**src/rtl/wresp_pkg.sv**
```systemverilog
package wresp_pkg;

  typedef enum logic [1:0] {
    RSP_NORMAL  = 2'b00,
    RSP_EXCL_OK = 2'b01,
    RSP_TGT_ERR = 2'b10,
    RSP_NO_TGT  = 2'b11
  } resp_e;

  localparam int NUM_CODES = 4;

  // Sticky flag update: a new violation wins over a clear in the same cycle.
  function automatic logic sticky_next(input logic cur, input logic clr, input logic set);
    return set | (cur & ~clr);
  endfunction

  // True when a response handshake carries exclusive success that no
  // exclusive address handshake justifies.
  function automatic logic exok_illegal(input logic hs, input logic [1:0] code,
                                        input logic rec_empty, input logic rec_lock);
    return hs & (code == RSP_EXCL_OK) & (rec_empty | ~rec_lock);
  endfunction

endpackage

```
**src/rtl/wresp_lock_fifo.sv**
```systemverilog
module wresp_lock_fifo #(
  parameter int DEPTH = 4
) (
  input  logic clk,
  input  logic rst_n,
  input  logic push,
  input  logic din,
  input  logic pop,
  output logic head,
  output logic empty,
  output logic full,
  output logic drop
);
  localparam int PTR_W  = (DEPTH > 1) ? $clog2(DEPTH) : 1;
  localparam int FILL_W = $clog2(DEPTH + 1);

  logic [DEPTH-1:0]  slot;
  logic [PTR_W-1:0]  rd_ptr, wr_ptr;
  logic [FILL_W-1:0] fill;
  logic              do_pop, do_push;

  function automatic logic [PTR_W-1:0] ptr_step(input logic [PTR_W-1:0] p);
    return (p == PTR_W'(DEPTH - 1)) ? '0 : p + PTR_W'(1);
  endfunction

  assign empty   = (fill == '0);
  assign full    = (fill == FILL_W'(DEPTH));
  assign do_pop  = pop & ~empty;
  assign do_push = push & (~full | do_pop);
  assign drop    = push & full & ~do_pop;
  assign head    = slot[rd_ptr];

  always_ff @(posedge clk) begin
    if (!rst_n) begin
      slot   <= '0;
      rd_ptr <= '0;
      wr_ptr <= '0;
      fill   <= '0;
    end else begin
      if (do_push) begin
        slot[wr_ptr] <= din;
        wr_ptr       <= ptr_step(wr_ptr);
      end
      if (do_pop) rd_ptr <= ptr_step(rd_ptr);
      case ({do_push, do_pop})
        2'b10:   fill <= fill + FILL_W'(1);
        2'b01:   fill <= fill - FILL_W'(1);
        default: fill <= fill;
      endcase
    end
  end
endmodule

```
**src/rtl/wresp_burst_tracker.sv**
```systemverilog
module wresp_burst_tracker #(
  parameter int PEND_W = 4
) (
  input  logic       clk,
  input  logic       rst_n,
  input  logic       wlast_hs,
  input  logic       b_hs,
  input  logic       b_valid,
  input  logic       b_ready,
  input  logic [1:0] b_resp,
  output logic       pend_zero,
  output logic       waiting,
  output logic [1:0] held_resp,
  output logic       resp_start,
  output logic       early_evt,
  output logic       orphan_evt,
  output logic       unstable_evt
);
  logic [PEND_W-1:0] pend;
  logic              inc, dec;

  assign pend_zero    = (pend == '0);
  assign inc          = wlast_hs & ~(&pend);
  assign dec          = b_hs & ~pend_zero;
  assign resp_start   = b_valid & ~waiting;
  assign early_evt    = resp_start & pend_zero;
  assign orphan_evt   = b_hs & pend_zero;
  assign unstable_evt = waiting & b_valid & (b_resp != held_resp);

  always_ff @(posedge clk) begin
    if (!rst_n) begin
      pend      <= '0;
      waiting   <= 1'b0;
      held_resp <= 2'b00;
    end else begin
      case ({inc, dec})
        2'b10:   pend <= pend + PEND_W'(1);
        2'b01:   pend <= pend - PEND_W'(1);
        default: pend <= pend;
      endcase
      waiting   <= b_valid & ~b_ready;
      held_resp <= b_resp;
    end
  end
endmodule

```
**src/rtl/wresp_code_stats.sv**
```systemverilog
module wresp_code_stats
  import wresp_pkg::*;
#(
  parameter int CNT_W = 16
) (
  input  logic                                clk,
  input  logic                                rst_n,
  input  logic                                b_hs,
  input  logic [1:0]                          b_resp,
  output logic [NUM_CODES-1:0]                ev,
  output logic [NUM_CODES-1:0][CNT_W-1:0]     cnt
);
  for (genvar g = 0; g < NUM_CODES; g++) begin : g_code
    logic hit;
    assign hit = b_hs & (b_resp == 2'(g));
    always_ff @(posedge clk) begin
      if (!rst_n) begin
        ev[g]  <= 1'b0;
        cnt[g] <= '0;
      end else begin
        ev[g] <= hit;
        if (hit) cnt[g] <= cnt[g] + CNT_W'(1);
      end
    end
  end
endmodule

```
**src/rtl/axi_wresp_monitor.sv**
```systemverilog
module axi_wresp_monitor
  import wresp_pkg::*;
#(
  parameter int CNT_W   = 16,
  parameter int Q_DEPTH = 4,
  parameter int PEND_W  = 4
) (
  input  logic             clk,
  input  logic             rst_n,
  input  logic             clr_i,
  input  logic             aw_valid,
  input  logic             aw_ready,
  input  logic             aw_lock,
  input  logic             w_valid,
  input  logic             w_ready,
  input  logic             w_last,
  input  logic             b_valid,
  input  logic             b_ready,
  input  logic [1:0]       b_resp,
  output logic             ev_ok_o,
  output logic             ev_exok_o,
  output logic             ev_tgt_err_o,
  output logic             ev_dec_err_o,
  output logic [CNT_W-1:0] cnt_ok_o,
  output logic [CNT_W-1:0] cnt_exok_o,
  output logic [CNT_W-1:0] cnt_tgt_err_o,
  output logic [CNT_W-1:0] cnt_dec_err_o,
  output logic             flag_early_o,
  output logic             flag_orphan_o,
  output logic             flag_exok_o,
  output logic             flag_ovf_o,
  output logic             flag_unstable_o
);
  // Named handshake events, also used by the bound checker.
  logic aw_hs, wlast_hs, b_hs;
  assign aw_hs    = aw_valid & aw_ready;
  assign wlast_hs = w_valid & w_ready & w_last;
  assign b_hs     = b_valid & b_ready;

  logic q_head, q_empty, q_full, q_drop;
  wresp_lock_fifo #(.DEPTH(Q_DEPTH)) u_lockq (
    .clk   (clk),
    .rst_n (rst_n),
    .push  (aw_hs),
    .din   (aw_lock),
    .pop   (b_hs),
    .head  (q_head),
    .empty (q_empty),
    .full  (q_full),
    .drop  (q_drop)
  );

  logic       pend_zero, waiting, resp_start;
  logic [1:0] held_resp;
  logic       early_evt, orphan_evt, unstable_evt;
  wresp_burst_tracker #(.PEND_W(PEND_W)) u_track (
    .clk          (clk),
    .rst_n        (rst_n),
    .wlast_hs     (wlast_hs),
    .b_hs         (b_hs),
    .b_valid      (b_valid),
    .b_ready      (b_ready),
    .b_resp       (b_resp),
    .pend_zero    (pend_zero),
    .waiting      (waiting),
    .held_resp    (held_resp),
    .resp_start   (resp_start),
    .early_evt    (early_evt),
    .orphan_evt   (orphan_evt),
    .unstable_evt (unstable_evt)
  );

  logic [NUM_CODES-1:0]            ev_all;
  logic [NUM_CODES-1:0][CNT_W-1:0] cnt_all;
  wresp_code_stats #(.CNT_W(CNT_W)) u_stats (
    .clk    (clk),
    .rst_n  (rst_n),
    .b_hs   (b_hs),
    .b_resp (b_resp),
    .ev     (ev_all),
    .cnt    (cnt_all)
  );

  assign ev_ok_o       = ev_all[RSP_NORMAL];
  assign ev_exok_o     = ev_all[RSP_EXCL_OK];
  assign ev_tgt_err_o  = ev_all[RSP_TGT_ERR];
  assign ev_dec_err_o  = ev_all[RSP_NO_TGT];
  assign cnt_ok_o      = cnt_all[RSP_NORMAL];
  assign cnt_exok_o    = cnt_all[RSP_EXCL_OK];
  assign cnt_tgt_err_o = cnt_all[RSP_TGT_ERR];
  assign cnt_dec_err_o = cnt_all[RSP_NO_TGT];

  logic badex_evt;
  assign badex_evt = exok_illegal(b_hs, b_resp, q_empty, q_head);

  // Sticky violation flags.
  always_ff @(posedge clk) begin
    if (!rst_n) begin
      flag_early_o    <= 1'b0;
      flag_orphan_o   <= 1'b0;
      flag_exok_o     <= 1'b0;
      flag_ovf_o      <= 1'b0;
      flag_unstable_o <= 1'b0;
    end else begin
      flag_early_o    <= sticky_next(flag_early_o,    clr_i, early_evt);
      flag_orphan_o   <= sticky_next(flag_orphan_o,   clr_i, orphan_evt);
      flag_exok_o     <= sticky_next(flag_exok_o,     clr_i, badex_evt);
      flag_ovf_o      <= sticky_next(flag_ovf_o,      clr_i, q_drop);
      flag_unstable_o <= sticky_next(flag_unstable_o, clr_i, unstable_evt);
    end
  end
endmodule

```
**config.mk**
```make
export PLATFORM = sky130hd
export DESIGN_NAME = axi_wresp_monitor
export DESIGN_NICKNAME = d
export VERILOG_FILES = /design/src/rtl/wresp_pkg.sv /design/src/rtl/wresp_lock_fifo.sv /design/src/rtl/wresp_burst_tracker.sv /design/src/rtl/wresp_code_stats.sv /design/src/rtl/axi_wresp_monitor.sv
export SDC_FILE = /design/constraint.sdc
export NUM_CORES = 1
export LEC_CHECK = 0
export BUFFER_PORTS_ARGS = -buffer_cell sky130_fd_sc_hd__clkbuf_2
export CORE_MARGIN = 1.5
export CORE_UTILIZATION = 25
export DETAILED_ROUTE_END_ITERATION = 8
export GPL_ROUTABILITY_DRIVEN = 0
export HOLD_SLACK_MARGIN = 0.08
export SYNTH_ARGS = -nofsm -noshare
export SYNTH_HDL_FRONTEND = slang
export SYNTH_SLANG_ARGS = --single-unit
```
**constraint.sdc**
```tcl
create_clock -name clk -period 4.96 [get_ports clk]
set_input_delay 1.488 -clock clk [delete_from_list [all_inputs] [get_ports clk]]
set_output_delay 1.488 -clock clk [all_outputs]
set_load 0.02 [all_outputs]
```
Word-level counts from Yosys, hierarchy flattened --
Index checks and enable logic that the tools add are counted.
Word-level totals: register bits 91, word-level logic and storage cells 102, output and inout port bits 73
Operators by class: equal/unequal tests 11, bitwise gates (word level) 42, order comparisons 3, reductions and logical operators 7, add/subtract/negate cells 10, multiplexer cells 9
Operator list (number):
- $add 16x1->16 const B | 4
- $and 1x1->1 | 26
- $eq 2x2->1 const B | 6
- $not 1->1 | 9
- $pmux 4 s2 | 1
- $or 1x1->1 | 7
- $eq 2x1->1 const B | 3
- $lt 2x3->1 const B | 2
- $pmux 3 s2 | 1
- $add 2x1->2 const B | 2
- $add 4x1->4 const B | 1
- $bwmux 4 | 1
- $logic_not 4->1 | 1
- $mux 2 | 2
- $reduce_and 4->1 | 1
- $reduce_bool 2->1 | 2
- $sub 4x1->4 const B | 1
- $add 3x1->3 const B | 1
- $eq 3x3->1 const B | 1
- $logic_not 3->1 | 1
- $sub 3x1->3 const B | 1
- $bmux 1 s2 | 1
- $demux 1 s2 | 1
- $ge 2x1->1 const B | 1
- 4 further kinds | 5

Longest topological paths before layout --
depth after elaboration 7, gate-level depth with buffers 10, depth with buffers taken out 9

Modules after synthesis --
From an unflattened synthesis, not the netlist that was laid out.
Second synthesis, totals: cell total of the unflattened synthesis 475, area, all modules 4291.6 µm²
By module, submodules not included:
- wresp_code_stats | times used 1, cells each 343, area an instance 3019.1 µm²
- wresp_lock_fifo | times used 1, cells each 68, area an instance 643.1 µm²
- wresp_burst_tracker | times used 1, cells each 43, area an instance 411.6 µm²
- axi_wresp_monitor | times used 1, cells each 21, area an instance 217.7 µm²

Worst setup path after synthesis --
No wires, ideal clock.
path kind input-to-reg, start in b_ready, end reg u_lockq.fill[2], data required time 4.886 ns, path buffers 1, slack 1.634 ns, cell stages on the path 7, arrival 3.252 ns, setup time 0.074 ns, path through buf_2 -> o311ai_0 -> nor2_1 -> fa_1 -> or4_1 -> a21o_1 -> a31oi_1
On the way: cells in the longest elaborated chain, start to end 6, elaborated cells between the ends (all ways) 8
Ends and longest elaborated chain:
- from (decl) | line axi_wresp_monitor.sv:18 | input logic b_ready,
- $and 1x1->1 * | line axi_wresp_monitor.sv:38 | assign b_hs = b_valid & b_ready;
- $and 1x1->1 * | line wresp_lock_fifo.sv:28 | assign do_pop = pop & ~empty;
- $or 1x1->1 | line wresp_lock_fifo.sv:29 | assign do_push = push & (~full | do_pop);
- $and 1x1->1 | line wresp_lock_fifo.sv:29
- $eq 2x1->1 / $eq 2x2->1 (equally long branches) | line wresp_lock_fifo.sv:45 | case ({do_push, do_pop})
- $pmux 3 s2 / $reduce_bool 2->1 (equally long branches)
- to (signal assigned) | line wresp_lock_fifo.sv:46 | 2'b10: fill <= fill + FILL_W'(1);
- to (signal assigned) | line wresp_lock_fifo.sv:47 | 2'b01: fill <= fill - FILL_W'(1);
- to (signal assigned) | line wresp_lock_fifo.sv:48 | default: fill <= fill;
- to (decl) | line wresp_lock_fifo.sv:19 | logic [FILL_W-1:0] fill;
Mark *: on every way between the ends. The rest lies on a longest branch, timed or not. A chain may end at the register's enable or synchronous reset.

Final worst setup path --
start in b_valid, end reg u_lockq.fill[2]
On the way: cells in the longest elaborated chain, start to end 6, elaborated cells between the ends (all ways) 8
Ends and longest elaborated chain:
- from (decl) | line axi_wresp_monitor.sv:17 | input logic b_valid,
- $and 1x1->1 * | line axi_wresp_monitor.sv:38
- $and 1x1->1 * | line wresp_lock_fifo.sv:28
- $or 1x1->1 | line wresp_lock_fifo.sv:29
- $and 1x1->1 | line wresp_lock_fifo.sv:29
- $eq 2x1->1 / $eq 2x2->1 (equally long branches) | line wresp_lock_fifo.sv:45
- $pmux 3 s2 / $reduce_bool 2->1 (equally long branches)
Marks and branches as above.

==> flow_metrics.env <==
export IMPL_maxCapViolations=0
export IMPL_row_count=47
export IMPL_grt_setup_unrepaired="false"
export IMPL_synth_edff_count=0
export IMPL_synth_async_sr_flop_share_pct=0
export IMPL_n_antenna_cell=0
export IMPL_synth_area_top_cells="dfxtp_1, nor2_1, mux2i_1, nand2_1, xor2_1"
export IMPL_grt_busiest_layer="met2"
export IMPL_signed_area_change_from_the_synthesized_netlist_to_the_final_layout_pct=21.1
export IMPL_worstSkewPairLatency_ps=340
export IMPL_synth_cell_area_um2=4290
export IMPL_hold_path_class="reg2reg"
export IMPL_ioPinCount=86
export IMPL_max_freq_mhz=308
export IMPL_ant_nets=0
export IMPL_fillerInstances=1784
export IMPL_grt_first_pass_wirelength_mm=17.0
export IMPL_number_of_hold_slack_violations_in_the_final_timing_report=0
export IMPL_tritoncts_num_sinks=91
export IMPL_clock_tree_htree_level_count=3
export IMPL_globalRouteTotalUtil_pct=12.0
export IMPL_post_cts_repair_setup_buffers=0
export IMPL_detailedRoute_firstIterationViolations=207
export IMPL_buffer_ports_inserted=85
export IMPL_synthesis_yosys_warnings=0
export IMPL_worst_ir_drop_vdd_uv=192
export IMPL_clockBufferDepth=2
export IMPL_ctsRootBufferMaster="clkbuf_16"
export IMPL_finish_instance_area_um2=5190
export IMPL_final_net_count=590
export IMPL_path_clk_slew_ps=60
export IMPL_power_leakage_uw=0.00205
export IMPL_timing_critical_path_from_type="input port"
export IMPL_use_met3_pct=3.93
export IMPL_die_width_um=134
export IMPL_tritoncts="built"
export IMPL_synthesis_area_per_instance_um2=8.80
export IMPL_setup_viol_count_final=0
export IMPL_synth_yosys_seq_area_share_pct=42.5
export IMPL_yosys_top_cell_area_share_pct=42.5
export IMPL_cts_hold_buffers_added=0
export IMPL_grt_antenna_before_repair=0
export IMPL_worstPathRequired_ps=5230
export IMPL_synthesis_nets=513
export IMPL_cts_buffers_inserted=9
export IMPL_floorplan_die_area_um2=17900
export IMPL_place_inst=773
export IMPL_mean_routed_wirelength_per_cell_um=12.9
export IMPL_dieHeight_um=134
export IMPL_routed_via_density=4.62
export IMPL_non_filler_instance_count_after_layout=789
export IMPL_finalWirelength_mm=10.2
export IMPL_ys_ff_latch=91
export IMPL_ratio_of_cells_with_drive_above_1_in_the_final_layout_pct=19.3
export IMPL_period_minus_slack_ps=3250
export IMPL_timing_final_max_slew_violations=0
export IMPL_yosysTopAreaCell="dfxtp_1"
export IMPL_timing_setup_tns_ps=0
export IMPL_global_route_usage_met1_pct=15.6
export IMPL_crit_arrival_ps=3510
export IMPL_power_density_nw_per_um2=294
export IMPL_worstSetupEndpointType="flip-flop"
export IMPL_post_synth_inst_count=487
export IMPL_placement_cell_area_um2=4900
export IMPL_cts_resized_gates=0
export IMPL_dominantRegCellSynth="dfxtp_1"
export IMPL_netlist_cell_type_count=48
export IMPL_start_util_pct=25.7
export IMPL_status="finished clean"
export IMPL_crit_type="in2reg"
export IMPL_dp_final_hpwl_mm=7.45
export IMPL_layout_worst_path_cycle_share_pct=65.5
export IMPL_number_of_global_route_vias_before_repair=3314
export IMPL_grt_overflow_total=0
export IMPL_grt_start_max_net_pins=34
export IMPL_finalClockSkew_ps=9.07
export IMPL_gr_usage_met2_pct=18.3
export IMPL_worstMarginPinSlew_ps=813
export IMPL_core_area_um2=16600
export IMPL_detail_route_drc_violations=0
export IMPL_slew_headroom_pct=45.1
export IMPL_critical_path_max_fanout=15
export IMPL_drt_pre_antenna_iters=4
export IMPL_vias=3647
==> where the power goes <==
part           internal [uW]  leakage (uW)  switching [uW]
logic                   35.0       0.00117            60.2
clock network            391      0.000137             284
registers                743      0.000735            13.5
==> synth_stat cells, types with 2 or more instances <==
library cell,count
dfxtp_1,91
nor2_1,51
nand2_1,50
a21oi_1,30
nand3_1,27
o21ai_0,21
xor2_1,20
mux2i_1,19
xnor2_1,19
or3_1,18
clkbuf_1,14
nand4_1,14
ha_1,12
nand2b_1,12
inv_1,10
nor3_1,10
and3_1,8
and2_1,7
nor4_1,7
and4_1,6
buf_2,4
nand4b_1,4
a31oi_1,2
and4b_1,2
buf_4,2
nand4_4,2
nor2b_1,2
or4_1,2
or4_4,2
==> through the flow <==
stage               util (%)  hold slack (ps)  power [uW]  setup WS, ps
finish                  31.2              459        1530          1710
global route            31.2              499        1600          1590
CTS                     31.2              463        1550          1730
detailed placement      29.5              451         869          1370
global placement        29.5              448         869          1410
floorplan                  -              435         842          1630
==> cell families (layout without fill, tap and decap cells) <==
family / after synthesis / count (layout) / share of synthesized area [%]
xor+xnor: 39 / 39 / 7.97
mux: 20 / 20 / 4.96
flops: 91 / 91 / 42.5
simple gates: 231 / 231 / 29.6
compound gates: 61 / 61 / 7.74
buf+inv: 32 / 114 / 3.27
fa+ha+maj: 13 / 13 / 3.97
==> path summary, 6_finish.rpt <==
check                                     start         endpoint  slack [ps]  cells past startpoint
worst max-delay path                    b_valid  u_lockq.fill[2]        1710                      7
worst min-delay path            u_lockq.slot[0]  u_lockq.slot[0]         460                      2
worst max register to register  u_lockq.fill[0]  u_lockq.fill[2]        2300                      6
worst min register to register  u_lockq.slot[0]  u_lockq.slot[0]         460                      2
==> state kept, by name, indices dropped and copies added, names as in the netlist, 2 cells and up <==
register and flops:
u_track.pend 4, u_lockq.slot 4, u_track.held_resp 2, u_stats.cnt 64
u_lockq.rd_ptr 2, u_stats.ev 4, u_lockq.wr_ptr 2, u_lockq.fill 3
==> final cells by class <==
type	count	area (um^2)	area share, %
well taps	220	275	5.30
multi-input cells	364	2320	44.8
inverters	11	41.3	0.796
repair buffers	87	440	8.49
clock inverters	4	51.3	0.988
clock buffers	12	236	4.56
flip-flops and latches	91	1820	35.1
==> worst max-delay path, cell delays in order <==
cell and delay (ps):
clkbuf_2 250, o311ai_0 300, nor2_1 160, fa_1 450, or4_1 530, a21o_1 190, a31oi_1 150
==> layer usage <==
metal  share of wire [%]  wire length [um]
met5                   0                 0
met4                 2.0               205
met2                  44              4520
met1                  47              4800
met3                 6.3               642
==> cell usage in the layout, fill, tap and decap left out, drive strengths merged, types with 19 or more instances in the layout <==
cell type  count
o21ai         21
clkbuf        97
xnor2         19
nor2          51
mux2i         19
dfxtp         91
nand3         27
nand2         50
a21oi         30
xor2          20
No activity file was read; power rests on OpenSTA's default activity.
